File: src/rtl/scan_tap_pkg.sv
package scan_tap_pkg;

    localparam int unsigned IR_W = 3;
    localparam int unsigned ID_W = 32;

    typedef logic [IR_W-1:0] instr_t;

    localparam instr_t OP_EXTEST   = 3'b000;
    localparam instr_t OP_IDCODE   = 3'b001;
    localparam instr_t OP_SAMPLE_Z = 3'b010;
    localparam instr_t OP_SAMPLE   = 3'b100;
    localparam instr_t OP_BYPASS   = 3'b111;
    localparam instr_t IR_CAP_PAT  = 3'b001;

    typedef enum logic [3:0] {
        ST_RESET, ST_IDLE,
        ST_DR_SEL, ST_DR_CAP, ST_DR_SHIFT, ST_DR_EXIT1, ST_DR_PAUSE, ST_DR_EXIT2, ST_DR_UPD,
        ST_IR_SEL, ST_IR_CAP, ST_IR_SHIFT, ST_IR_EXIT1, ST_IR_PAUSE, ST_IR_EXIT2, ST_IR_UPD
    } tap_state_e;

    typedef enum logic [1:0] {PATH_BYPASS, PATH_ID, PATH_RING} dr_path_e;

    typedef struct packed {
        logic in_reset;
        logic cap_dr;
        logic sh_dr;
        logic cap_ir;
        logic sh_ir;
        logic upd_ir;
    } tap_ctl_t;

    function automatic dr_path_e path_of(instr_t op);
        case (op)
            OP_EXTEST, OP_SAMPLE_Z, OP_SAMPLE: return PATH_RING;
            OP_IDCODE:                         return PATH_ID;
            default:                           return PATH_BYPASS;
        endcase
    endfunction

    function automatic logic hiz_of(instr_t op);
        return (op == OP_EXTEST) || (op == OP_SAMPLE_Z);
    endfunction

endpackage

File: src/rtl/tap_fsm.sv
module tap_fsm
    import scan_tap_pkg::*;
(
    input  logic       tck,
    input  logic       trst_n,
    input  logic       tms,
    output tap_state_e state_o,
    output tap_ctl_t   ctl_o
);

    tap_state_e state_q, state_d;

    always_ff @(posedge tck or negedge trst_n) begin
        if (!trst_n) state_q <= ST_RESET;
        else         state_q <= state_d;
    end

    always_comb begin
        unique case (state_q)
            ST_RESET:    state_d = tms ? ST_RESET    : ST_IDLE;
            ST_IDLE:     state_d = tms ? ST_DR_SEL   : ST_IDLE;
            ST_DR_SEL:   state_d = tms ? ST_IR_SEL   : ST_DR_CAP;
            ST_DR_CAP:   state_d = tms ? ST_DR_EXIT1 : ST_DR_SHIFT;
            ST_DR_SHIFT: state_d = tms ? ST_DR_EXIT1 : ST_DR_SHIFT;
            ST_DR_EXIT1: state_d = tms ? ST_DR_UPD   : ST_DR_PAUSE;
            ST_DR_PAUSE: state_d = tms ? ST_DR_EXIT2 : ST_DR_PAUSE;
            ST_DR_EXIT2: state_d = tms ? ST_DR_UPD   : ST_DR_SHIFT;
            ST_DR_UPD:   state_d = tms ? ST_DR_SEL   : ST_IDLE;
            ST_IR_SEL:   state_d = tms ? ST_RESET    : ST_IR_CAP;
            ST_IR_CAP:   state_d = tms ? ST_IR_EXIT1 : ST_IR_SHIFT;
            ST_IR_SHIFT: state_d = tms ? ST_IR_EXIT1 : ST_IR_SHIFT;
            ST_IR_EXIT1: state_d = tms ? ST_IR_UPD   : ST_IR_PAUSE;
            ST_IR_PAUSE: state_d = tms ? ST_IR_EXIT2 : ST_IR_PAUSE;
            ST_IR_EXIT2: state_d = tms ? ST_IR_UPD   : ST_IR_SHIFT;
            ST_IR_UPD:   state_d = tms ? ST_DR_SEL   : ST_IDLE;
        endcase
    end

    always_comb begin
        ctl_o          = '0;
        ctl_o.in_reset = (state_q == ST_RESET);
        ctl_o.cap_dr   = (state_q == ST_DR_CAP);
        ctl_o.sh_dr    = (state_q == ST_DR_SHIFT);
        ctl_o.cap_ir   = (state_q == ST_IR_CAP);
        ctl_o.sh_ir    = (state_q == ST_IR_SHIFT);
        ctl_o.upd_ir   = (state_q == ST_IR_UPD);
    end

    assign state_o = state_q;

endmodule

File: src/rtl/tap_ir.sv
module tap_ir
    import scan_tap_pkg::*;
(
    input  logic     tck,
    input  logic     trst_n,
    input  logic     tdi,
    input  tap_ctl_t ctl,
    output instr_t   ir_o,
    output instr_t   ir_sh_o
);

    instr_t sh_q, cur_q;

    always_ff @(posedge tck or negedge trst_n) begin
        if (!trst_n)         sh_q <= IR_CAP_PAT;
        else if (ctl.cap_ir) sh_q <= IR_CAP_PAT;
        else if (ctl.sh_ir)  sh_q <= {tdi, sh_q[IR_W-1:1]};
    end

    always_ff @(posedge tck or negedge trst_n) begin
        if (!trst_n)           cur_q <= OP_IDCODE;
        else if (ctl.in_reset) cur_q <= OP_IDCODE;
        else if (ctl.upd_ir)   cur_q <= sh_q;
    end

    assign ir_o    = cur_q;
    assign ir_sh_o = sh_q;

endmodule

File: src/rtl/tap_dr.sv
module tap_dr
    import scan_tap_pkg::*;
#(
    parameter logic [31:0] ID_VALUE = 32'h2B6E_40D3,
    parameter int unsigned RING_W   = 8
) (
    input  logic              tck,
    input  logic              trst_n,
    input  logic              tdi,
    input  tap_ctl_t          ctl,
    input  instr_t            instr,
    input  logic [RING_W-1:0] ring_in,
    output logic              dr_bit_o
);

    dr_path_e          path;
    logic              byp_q;
    logic [ID_W-1:0]   id_q;
    logic [RING_W-1:0] ring_q;

    assign path = path_of(instr);

    always_ff @(posedge tck or negedge trst_n) begin
        if (!trst_n) byp_q <= 1'b0;
        else if (path == PATH_BYPASS) begin
            if (ctl.cap_dr)     byp_q <= 1'b0;
            else if (ctl.sh_dr) byp_q <= tdi;
        end
    end

    always_ff @(posedge tck or negedge trst_n) begin
        if (!trst_n) id_q <= '0;
        else if (path == PATH_ID) begin
            if (ctl.cap_dr)     id_q <= ID_VALUE[ID_W-1:0];
            else if (ctl.sh_dr) id_q <= {tdi, id_q[ID_W-1:1]};
        end
    end

    generate
        if (RING_W == 1) begin : g_ring_one
            always_ff @(posedge tck or negedge trst_n) begin
                if (!trst_n) ring_q <= '0;
                else if (path == PATH_RING) begin
                    if (ctl.cap_dr)     ring_q <= ring_in;
                    else if (ctl.sh_dr) ring_q <= tdi;
                end
            end
        end else begin : g_ring_multi
            always_ff @(posedge tck or negedge trst_n) begin
                if (!trst_n) ring_q <= '0;
                else if (path == PATH_RING) begin
                    if (ctl.cap_dr)     ring_q <= ring_in;
                    else if (ctl.sh_dr) ring_q <= {tdi, ring_q[RING_W-1:1]};
                end
            end
        end
    endgenerate

    always_comb begin
        case (path)
            PATH_ID:   dr_bit_o = id_q[0];
            PATH_RING: dr_bit_o = ring_q[0];
            default:   dr_bit_o = byp_q;
        endcase
    end

endmodule

File: src/rtl/tap_tdo.sv
module tap_tdo
    import scan_tap_pkg::*;
(
    input  logic     tck,
    input  logic     trst_n,
    input  tap_ctl_t ctl,
    input  logic     ir_bit,
    input  logic     dr_bit,
    output logic     tdo,
    output logic     tdo_en
);

    always_ff @(negedge tck or negedge trst_n) begin
        if (!trst_n) begin
            tdo    <= 1'b0;
            tdo_en <= 1'b0;
        end else begin
            tdo    <= ctl.sh_ir ? ir_bit : dr_bit;
            tdo_en <= ctl.sh_ir | ctl.sh_dr;
        end
    end

endmodule

File: src/rtl/scan_tap_ctrl.sv
module scan_tap_ctrl
    import scan_tap_pkg::*;
#(
    parameter logic [31:0] ID_VALUE = 32'h2B6E_40D3,
    parameter int unsigned RING_W   = 8
) (
    input  logic              tck,
    input  logic              trst_n,
    input  logic              tms,
    input  logic              tdi,
    input  logic [RING_W-1:0] ring_in,
    output logic              tdo,
    output logic              tdo_en,
    output logic              hiz_force
);

    tap_state_e state_q;
    tap_ctl_t   ctl;
    instr_t     ir_q;
    instr_t     ir_sh;
    logic       dr_bit;

    tap_fsm u_fsm (
        .tck     (tck),
        .trst_n  (trst_n),
        .tms     (tms),
        .state_o (state_q),
        .ctl_o   (ctl)
    );

    tap_ir u_ir (
        .tck     (tck),
        .trst_n  (trst_n),
        .tdi     (tdi),
        .ctl     (ctl),
        .ir_o    (ir_q),
        .ir_sh_o (ir_sh)
    );

    tap_dr #(.ID_VALUE(ID_VALUE), .RING_W(RING_W)) u_dr (
        .tck      (tck),
        .trst_n   (trst_n),
        .tdi      (tdi),
        .ctl      (ctl),
        .instr    (ir_q),
        .ring_in  (ring_in),
        .dr_bit_o (dr_bit)
    );

    tap_tdo u_tdo (
        .tck    (tck),
        .trst_n (trst_n),
        .ctl    (ctl),
        .ir_bit (ir_sh[0]),
        .dr_bit (dr_bit),
        .tdo    (tdo),
        .tdo_en (tdo_en)
    );

    assign hiz_force = hiz_of(ir_q);

endmodule

File: config.mk
export PLATFORM = sky130hd
export DESIGN_NAME = scan_tap_ctrl
export DESIGN_NICKNAME = d
export VERILOG_FILES = /design/src/rtl/scan_tap_pkg.sv /design/src/rtl/tap_fsm.sv /design/src/rtl/tap_ir.sv /design/src/rtl/tap_dr.sv /design/src/rtl/tap_tdo.sv /design/src/rtl/scan_tap_ctrl.sv
export SDC_FILE = /design/constraint.sdc
export NUM_CORES = 1
export LEC_CHECK = 0
export BUFFER_PORTS_ARGS = -buffer_cell sky130_fd_sc_hd__buf_4
export CORE_ASPECT_RATIO = 2
export CORE_MARGIN = 2
export CORE_UTILIZATION = 60
export DETAILED_ROUTE_END_ITERATION = 6
export GPL_ROUTABILITY_DRIVEN = 0
export PLACE_DENSITY = 0.84
export SETUP_SLACK_MARGIN = 0.1
export SLEW_MARGIN = 20
export SYNTH_ARGS = -nofsm -noshare
export SYNTH_HDL_FRONTEND = slang
export SYNTH_SLANG_ARGS = --single-unit
File: constraint.sdc
create_clock -name tck -period 2.4 [get_ports tck]
set_input_delay 0 -clock tck [delete_from_list [all_inputs] [get_ports tck]]
set_output_delay 0 -clock tck [all_outputs]
set_load 0.01 [all_outputs]
==> results of run 1 <==
-- worst max-delay path by stage --
stage                 startpoint   endpoint  slack (ns)  depth (start not counted)
finish              u_ir.ir_o[0]  u_tdo.tdo       -0.50                          5
global route        u_ir.ir_o[0]  u_tdo.tdo       -0.59                          5
CTS                 u_ir.ir_o[0]  u_tdo.tdo       -0.51                          5
detailed placement  u_ir.ir_o[0]  u_tdo.tdo       -0.50                          5
global placement    u_ir.ir_o[0]  u_tdo.tdo       -0.47                          5
floorplan           u_ir.ir_o[0]  u_tdo.tdo       -0.48                          5
-- timing repair --
| item | in CTS | in global routing |
|---|---|---|
| hold buffers | 3 | 0 |
| setup endpoints to repair | 1 | 21 |
| gates cloned | 0 | 3 |
| endpoints found under the hold margin | 53 | 0 |
| pin swaps | 0 | 1 |
| buffers inserted | 1 | 3 |
| gates resized for setup | 17 | 7 |
-- critical path, stage by stage (launching register included) --
cell and delay (ns):
dfstp_2 0.53, or3b_4 0.39, ha_4 0.23, a221o_1 0.25
nand3_1 0.08, o21ai_1 0.06
-- state kept, by name, indices dropped and copies added, names as in the netlist --
register and count:
u_fsm.state_o 4, u_tdo.tdo 1, u_tdo.tdo_en 1, u_dr.id_q 32, u_dr.ring_q 8, u_dr.byp_q 1, u_ir.ir_o 3, u_ir.ir_sh_o 3
-- power by group --
group | switching, W | total, W | internal [W]
Combinational | 0.00108 | 0.00241 | 0.00133
Sequential | 0.000187 | 0.00143 | 0.00124
Clock | 0.000299 | 0.000508 | 0.000209
Total | 0.00157 | 0.00435 | 0.00278
-- kinds of logic after synthesis --
kind of cell | count (synthesis) | share of synthesized area, %
and+or+nand+nor | 68 | 13.1
DFF | 53 | 50.8
buffers and inverters | 37 | 6.36
AOI/OAI and AO/OA | 26 | 7.23
xor gates and xnor gates | 1 | 0.335
adders and majority gates | 3 | 1.44
muxes | 50 | 20.7
-- layer usage --
metal  vias up  part of all wire [%]  global-route usage (%)  routed length, µm
li1        853                     -                       -                  -
met1       892                    43                    29.1               2260
met2        35                    52                    34.5               2670
met3        11                   2.8                    5.08                144
met4         0                   2.2                    6.65                113
met5         -                     0                       0                  0
-- stage by stage --
step | hold WS, ns | utilization, %
floorplan | -0.296 | -
global placement | -0.126 | 66.5
detailed placement | -0.118 | 66.5
CTS | 0.0387 | 70.9
global route | 0.0478 | 73.8
finish | 0.0411 | 73.8
-- layout make-up --
type	instances	area, µm²	share of cell area (%)
clock inverters	2	13.8	0.438
flip-flops and latches	53	1330	42.4
clock buffers	6	72.6	2.31
repair buffers	38	364	11.6
multi-input cells	148	1220	38.8
inverters	20	75.1	2.39
well taps	54	67.6	2.15
-- cell usage in the layout, fill, tap and decap left out, types with 5 or more instances in the layout --
master    count
buf_4        28
a21oi_1       5
nor2_1       21
clkbuf_8      5
mux2_4       16
mux2i_1      16
nand2_1      23
inv_1        19
mux2_2       17
dfrtp_1      48
==> impl_metrics.yaml, run 1 <==
placement:
  dp_hpwl_um: 3160
  placedCellCount: 303
  placed_cell_area_um2: 2830
  place_ws_ns: -0.500
  port_buffers: 14
worst_setup_path:
  cp_data_arrival_time_ns: 1.86
  worst-r2r-setup-slack_ns: -0.50
  crit_type: "flip-flop to flip-flop"
  endpoint_kind: "flip-flop"
  worstReg2RegEnd: "u_tdo.tdo"
  r2r-start: "u_ir.ir_o[0]"
  r2r_cells: 5
  crit_path_max_fanout: 2
  setup.worst_path.start_class: "flip-flop"
  critical_path_required_ns: 1.36
layout:
  n_fill_cell: 294
  instances_no_fill: 321
  final_nets: 281
  num_antenna_cells: 0
  syn2layout_area_growth_pct: 20.1
  layout-drive-gt1-share_pct: 33.0
  final_area_um2: 3140
floorplanning:
  start_util_pct: 61.5
  coreArea_um2: 4250
  die-area_um2: 4930
  die_y_um: 97.4
  fp-row-count: 34
  die_x_um: 50.7
  ios: 15
timing:
  finClkSkew_ns: 0.00631
  hold_viol: 0
  drv_slew: 0
  worst_slack_ns: -0.504
  rsz0062_at_grt: "yes"
  slew_headroom_pct: 66.0
  fin_tns_setup_ns: -1.95
  worstMarginPinSlew_ns: 0.508
  finalSetupViolCount: 17
synth:
  synth_warnings: 0
  synth_top_area_share_pct: 46.9
  post-synth-top-count-cell: "dfrtp_1"
  syn_inst: 238
  ys_seq_area_share_pct: 50.8
  ys_ff_latch: 53
  syn_area_per_cell_um2: 11.0
  synthesis.nets: 253
  yosys.area.top_type: "dfrtp_1"
  synth_commonest_cells: "49 x dfrtp_1, 33 x mux2_2, 23 x nand2_1"
  ys_types: 45
  syn-cell-area_um2: 2620
  synth-edff-count: 0
  async_flop_share_pct: 100
  synthFlopType: "dfrtp_1"
  yosys-top-cells-area: "dfrtp_1 47%, mux2_2 14%, mux2i_1 6.5%, nand2_1 3.3%, nor2_1 3.0%"
min_path:
  hold_class: "input port to flip-flop"
  min_to: "u_dr.ring_q[1]"
  min_path_cells: 3
  hp-start: "ring_in[1]"
pwr:
  post-layout-total-power_w: 0.00435
  p_leak_nw: 1.50
  power_density_nw_per_um2: 1390
  ir_drop_mv: 0.943
clock_tree:
  cts_tree: "built"
  cts_sinks: 53
  clock_latency_ns: 0.31
  clockBufferDepth: 2
  cts_inserted_buffers: 5
  clk_transition_reported_paths_ns: 0.09
  cts-htree-levels: 2
  cts-root-buf: "clkbuf_8"
drt:
  vias_per_cell: 5.58
  first_iter_violations: 22
  wl_per_cell_um: 16.1
  drc: 0
  postRouteWirelength_um: 5180
  ant_nets: 0
  drt_pre_antenna_iters: 4
  vias: 1791
grt:
  antenna_found_initial: 0
  grt_max_degree: 37
  grt_pass1_vias: 1811
  grt_pass1_wl_um: 8230
  track_usage_pct: 21.6
  overflow: 0
run:
  cap_violations: 0
run_status:
  violations: "negative setup slack"
  status: "finished with violations"
No activity file was read; power rests on OpenSTA's default activity.
==> run 2, diff against run 1 <==
--- a/config.mk
+++ b/config.mk
@@ -13,6 +13,7 @@
 export GPL_ROUTABILITY_DRIVEN = 0
 export PLACE_DENSITY = 0.84
 export SETUP_SLACK_MARGIN = 0.1
+export SKIP_CTS_REPAIR_TIMING = 1
 export SLEW_MARGIN = 20
 export SYNTH_ARGS = -nofsm -noshare
 export SYNTH_HDL_FRONTEND = slang
==> run 2 against run 1 <==
Compared with the run above: the flow finishes with violations (negative hold slack, negative setup slack); cell area down 5.1%; clock power down 0.8%; wire length shrank 9.6%; core utilization down 3.8 points; critical path depth stayed put; setup slack worse by 0.013 ns; register-to-register slack is essentially flat; largest power group unchanged.
==> impl_metrics.yaml, run 2 (synthesis gave the netlist of run 1 again) <==
timing:
  finClkSkew_ns: 0.0116
  slew_headroom_pct: 65.8
  hold_ws_ns: -0.0202
  drv_slew: 0
  rsz0062_at_grt: "yes"
  hold_viol: 1
  finalSetupViolCount: 1
  worstMarginPinSlew_ns: 0.509
  worst_slack_ns: -0.517
drt:
  postRouteWirelength_um: 4690
  first_iter_violations: 30
  vias_per_cell: 5.56
  ant_nets: 0
  wl_per_cell_um: 14.9
  vias: 1751
  drt_pre_antenna_iters: 4
  drc: 0
layout:
  final_area_um2: 2980
  final_common_cell: "dfrtp_1"
  syn2layout_area_growth_pct: 14.0
  largest_reg_flops: 32
  final_util_pct: 70.1
  layout-drive-gt1-share_pct: 29.9
  final_nets: 275
  n_fill_cell: 306
  regMostFlops: "u_dr.id_q"
  final_cell_mix: "49 x dfrtp_1, 33 x mux2_2, 27 x buf_4"
  num_antenna_cells: 0
floorplanning:
  die_x_um: 50.7
  die-area_um2: 4930
  start_util_pct: 61.5
  ios: 15
  die_y_um: 97.4
  coreArea_um2: 4250
  fp-row-count: 34
worst_setup_path:
  setup.worst_path.start_class: "flip-flop"
  cp_num_buf_inv: 0
  cp.depth: 5
  cp_data_arrival_time_ns: 1.87
  max_stage_delay_ns: 0.53
  critical_path_required_ns: 1.35
  slowest_stage: "dfstp_2"
  cp_cell_sequence: "or3b_4, ha_4, a221o_1, nand3_1, o21ai_1"
  crit_end: "u_tdo.tdo"
  r2r-start: "u_ir.ir_o[0]"
  endpoint_kind: "flip-flop"
  worstReg2RegEnd: "u_tdo.tdo"
  crit_type: "flip-flop to flip-flop"
  worst-r2r-setup-slack_ns: -0.52
  crit_path_max_fanout: 3
  critPathTopFamily: "flip-flops"
  cp-startpoint: "u_ir.ir_o[0]"
  r2r_cells: 5
placement:
  placed_cell_area_um2: 2830
  dp_hpwl_um: 3160
  port_buffers: 14
clock_tree:
  cts_sinks: 53
  clock_latency_ns: 0.31
  cts-root-buf: "clkbuf_8"
  clockBufferDepth: 2
  cts_inserted_buffers: 5
  cts-htree-levels: 2
  clk_transition_reported_paths_ns: 0.09
  cts_tree: "built"
run_status:
  status: "finished with violations"
  violations: "negative hold slack, negative setup slack"
pwr:
  switchingPower_w: 0.00141
  power.internal_w: 0.00248
  combPwrFrac_pct: 50.6
  ir_drop_mv: 1.00
  power_density_nw_per_um2: 1310
  p_seq_share_pct: 36.4
  pwr-share-clk_pct: 13.0
  swShare_pct: 36.3
  p_leak_nw: 1.42
run:
  cap_violations: 0
grt:
  track_usage_pct: 20.2
  grt_pass1_vias: 1750
  antenna_found_initial: 0
  grt_pass1_wl_um: 7710
  overflow: 0
  grt_max_degree: 37
min_path:
  hold_class: "input port to flip-flop"
-- run 2: area by class of cell --
type	instances	area, µm²	area share [%]
Sequential cell	53	1330	44.6
Tap cell	54	67.6	2.27
Clock buffer	6	72.6	2.43
Clock inverter	2	13.8	0.462
Timing Repair Buffer	32	288	9.66
Multi-Input combinational cell	148	1130	38.1
Inverter	20	75.1	2.52
-- run 2: power by group through the flow --
| stage | Sequential, W | Combinational [W] | Clock, W |
|---|---|---|---|
| floorplan | 0.00137 | 0.00145 | 0 |
| global placement | 0.00140 | 0.00177 | 0 |
| detailed placement | 0.00143 | 0.00185 | 0 |
| CTS | 0.00142 | 0.00186 | 0.000515 |
| global route | 0.00145 | 0.00219 | 0.000547 |
| finish | 0.00142 | 0.00197 | 0.000504 |
-- run 2: stage by stage --
| stage | setup WS [ns] | cells | total power (W) | setup TNS, ns |
|---|---|---|---|---|
| after floorplan | -0.481 | 238 | 0.00282 | -0.481 |
| after global placement | -0.466 | 303 | 0.00317 | -0.466 |
| after detailed placement | -0.500 | 303 | 0.00329 | -0.500 |
| after CTS | -0.521 | 311 | 0.00379 | -0.521 |
| after global routing | -0.598 | 315 | 0.00419 | -0.598 |
| final | -0.517 | 315 | 0.00389 | -0.517 |
-- run 2: per-layer routing --
| layer | track usage (%) | vias up | wire length (µm) |
|---|---|---|---|
| met5 | 0 | - | 0 |
| met4 | 6.03 | 0 | 50 |
| met3 | 4.46 | 5 | 113 |
| met2 | 33.6 | 27 | 2410 |
| met1 | 26.1 | 873 | 2120 |
| li1 | - | 846 | - |
-- run 2: worst reg2reg max path, stage by stage, from the launching register on --
cell     delay, ns
dfstp_2       0.53
or3b_4        0.40
ha_4          0.23
a221o_1       0.25
nand3_1       0.08
o21ai_1       0.06
-- run 2: worst min-delay path by stage --
stage          startpoint                to  slack, ns  depth (start not counted)
2_1_floorplan      trst_n        u_dr.byp_q      -0.30                          0
3_3_place_gp       trst_n  u_fsm.state_o[1]      -0.13                          1
3_5_place_dp       trst_n  u_fsm.state_o[1]      -0.12                          1
4_1_cts            trst_n      u_ir.ir_o[1]      -0.45                          1
5_1_grt               tdi   u_ir.ir_sh_o[2]      0.001                          3
6_report              tdi   u_ir.ir_sh_o[2]      -0.02                          3
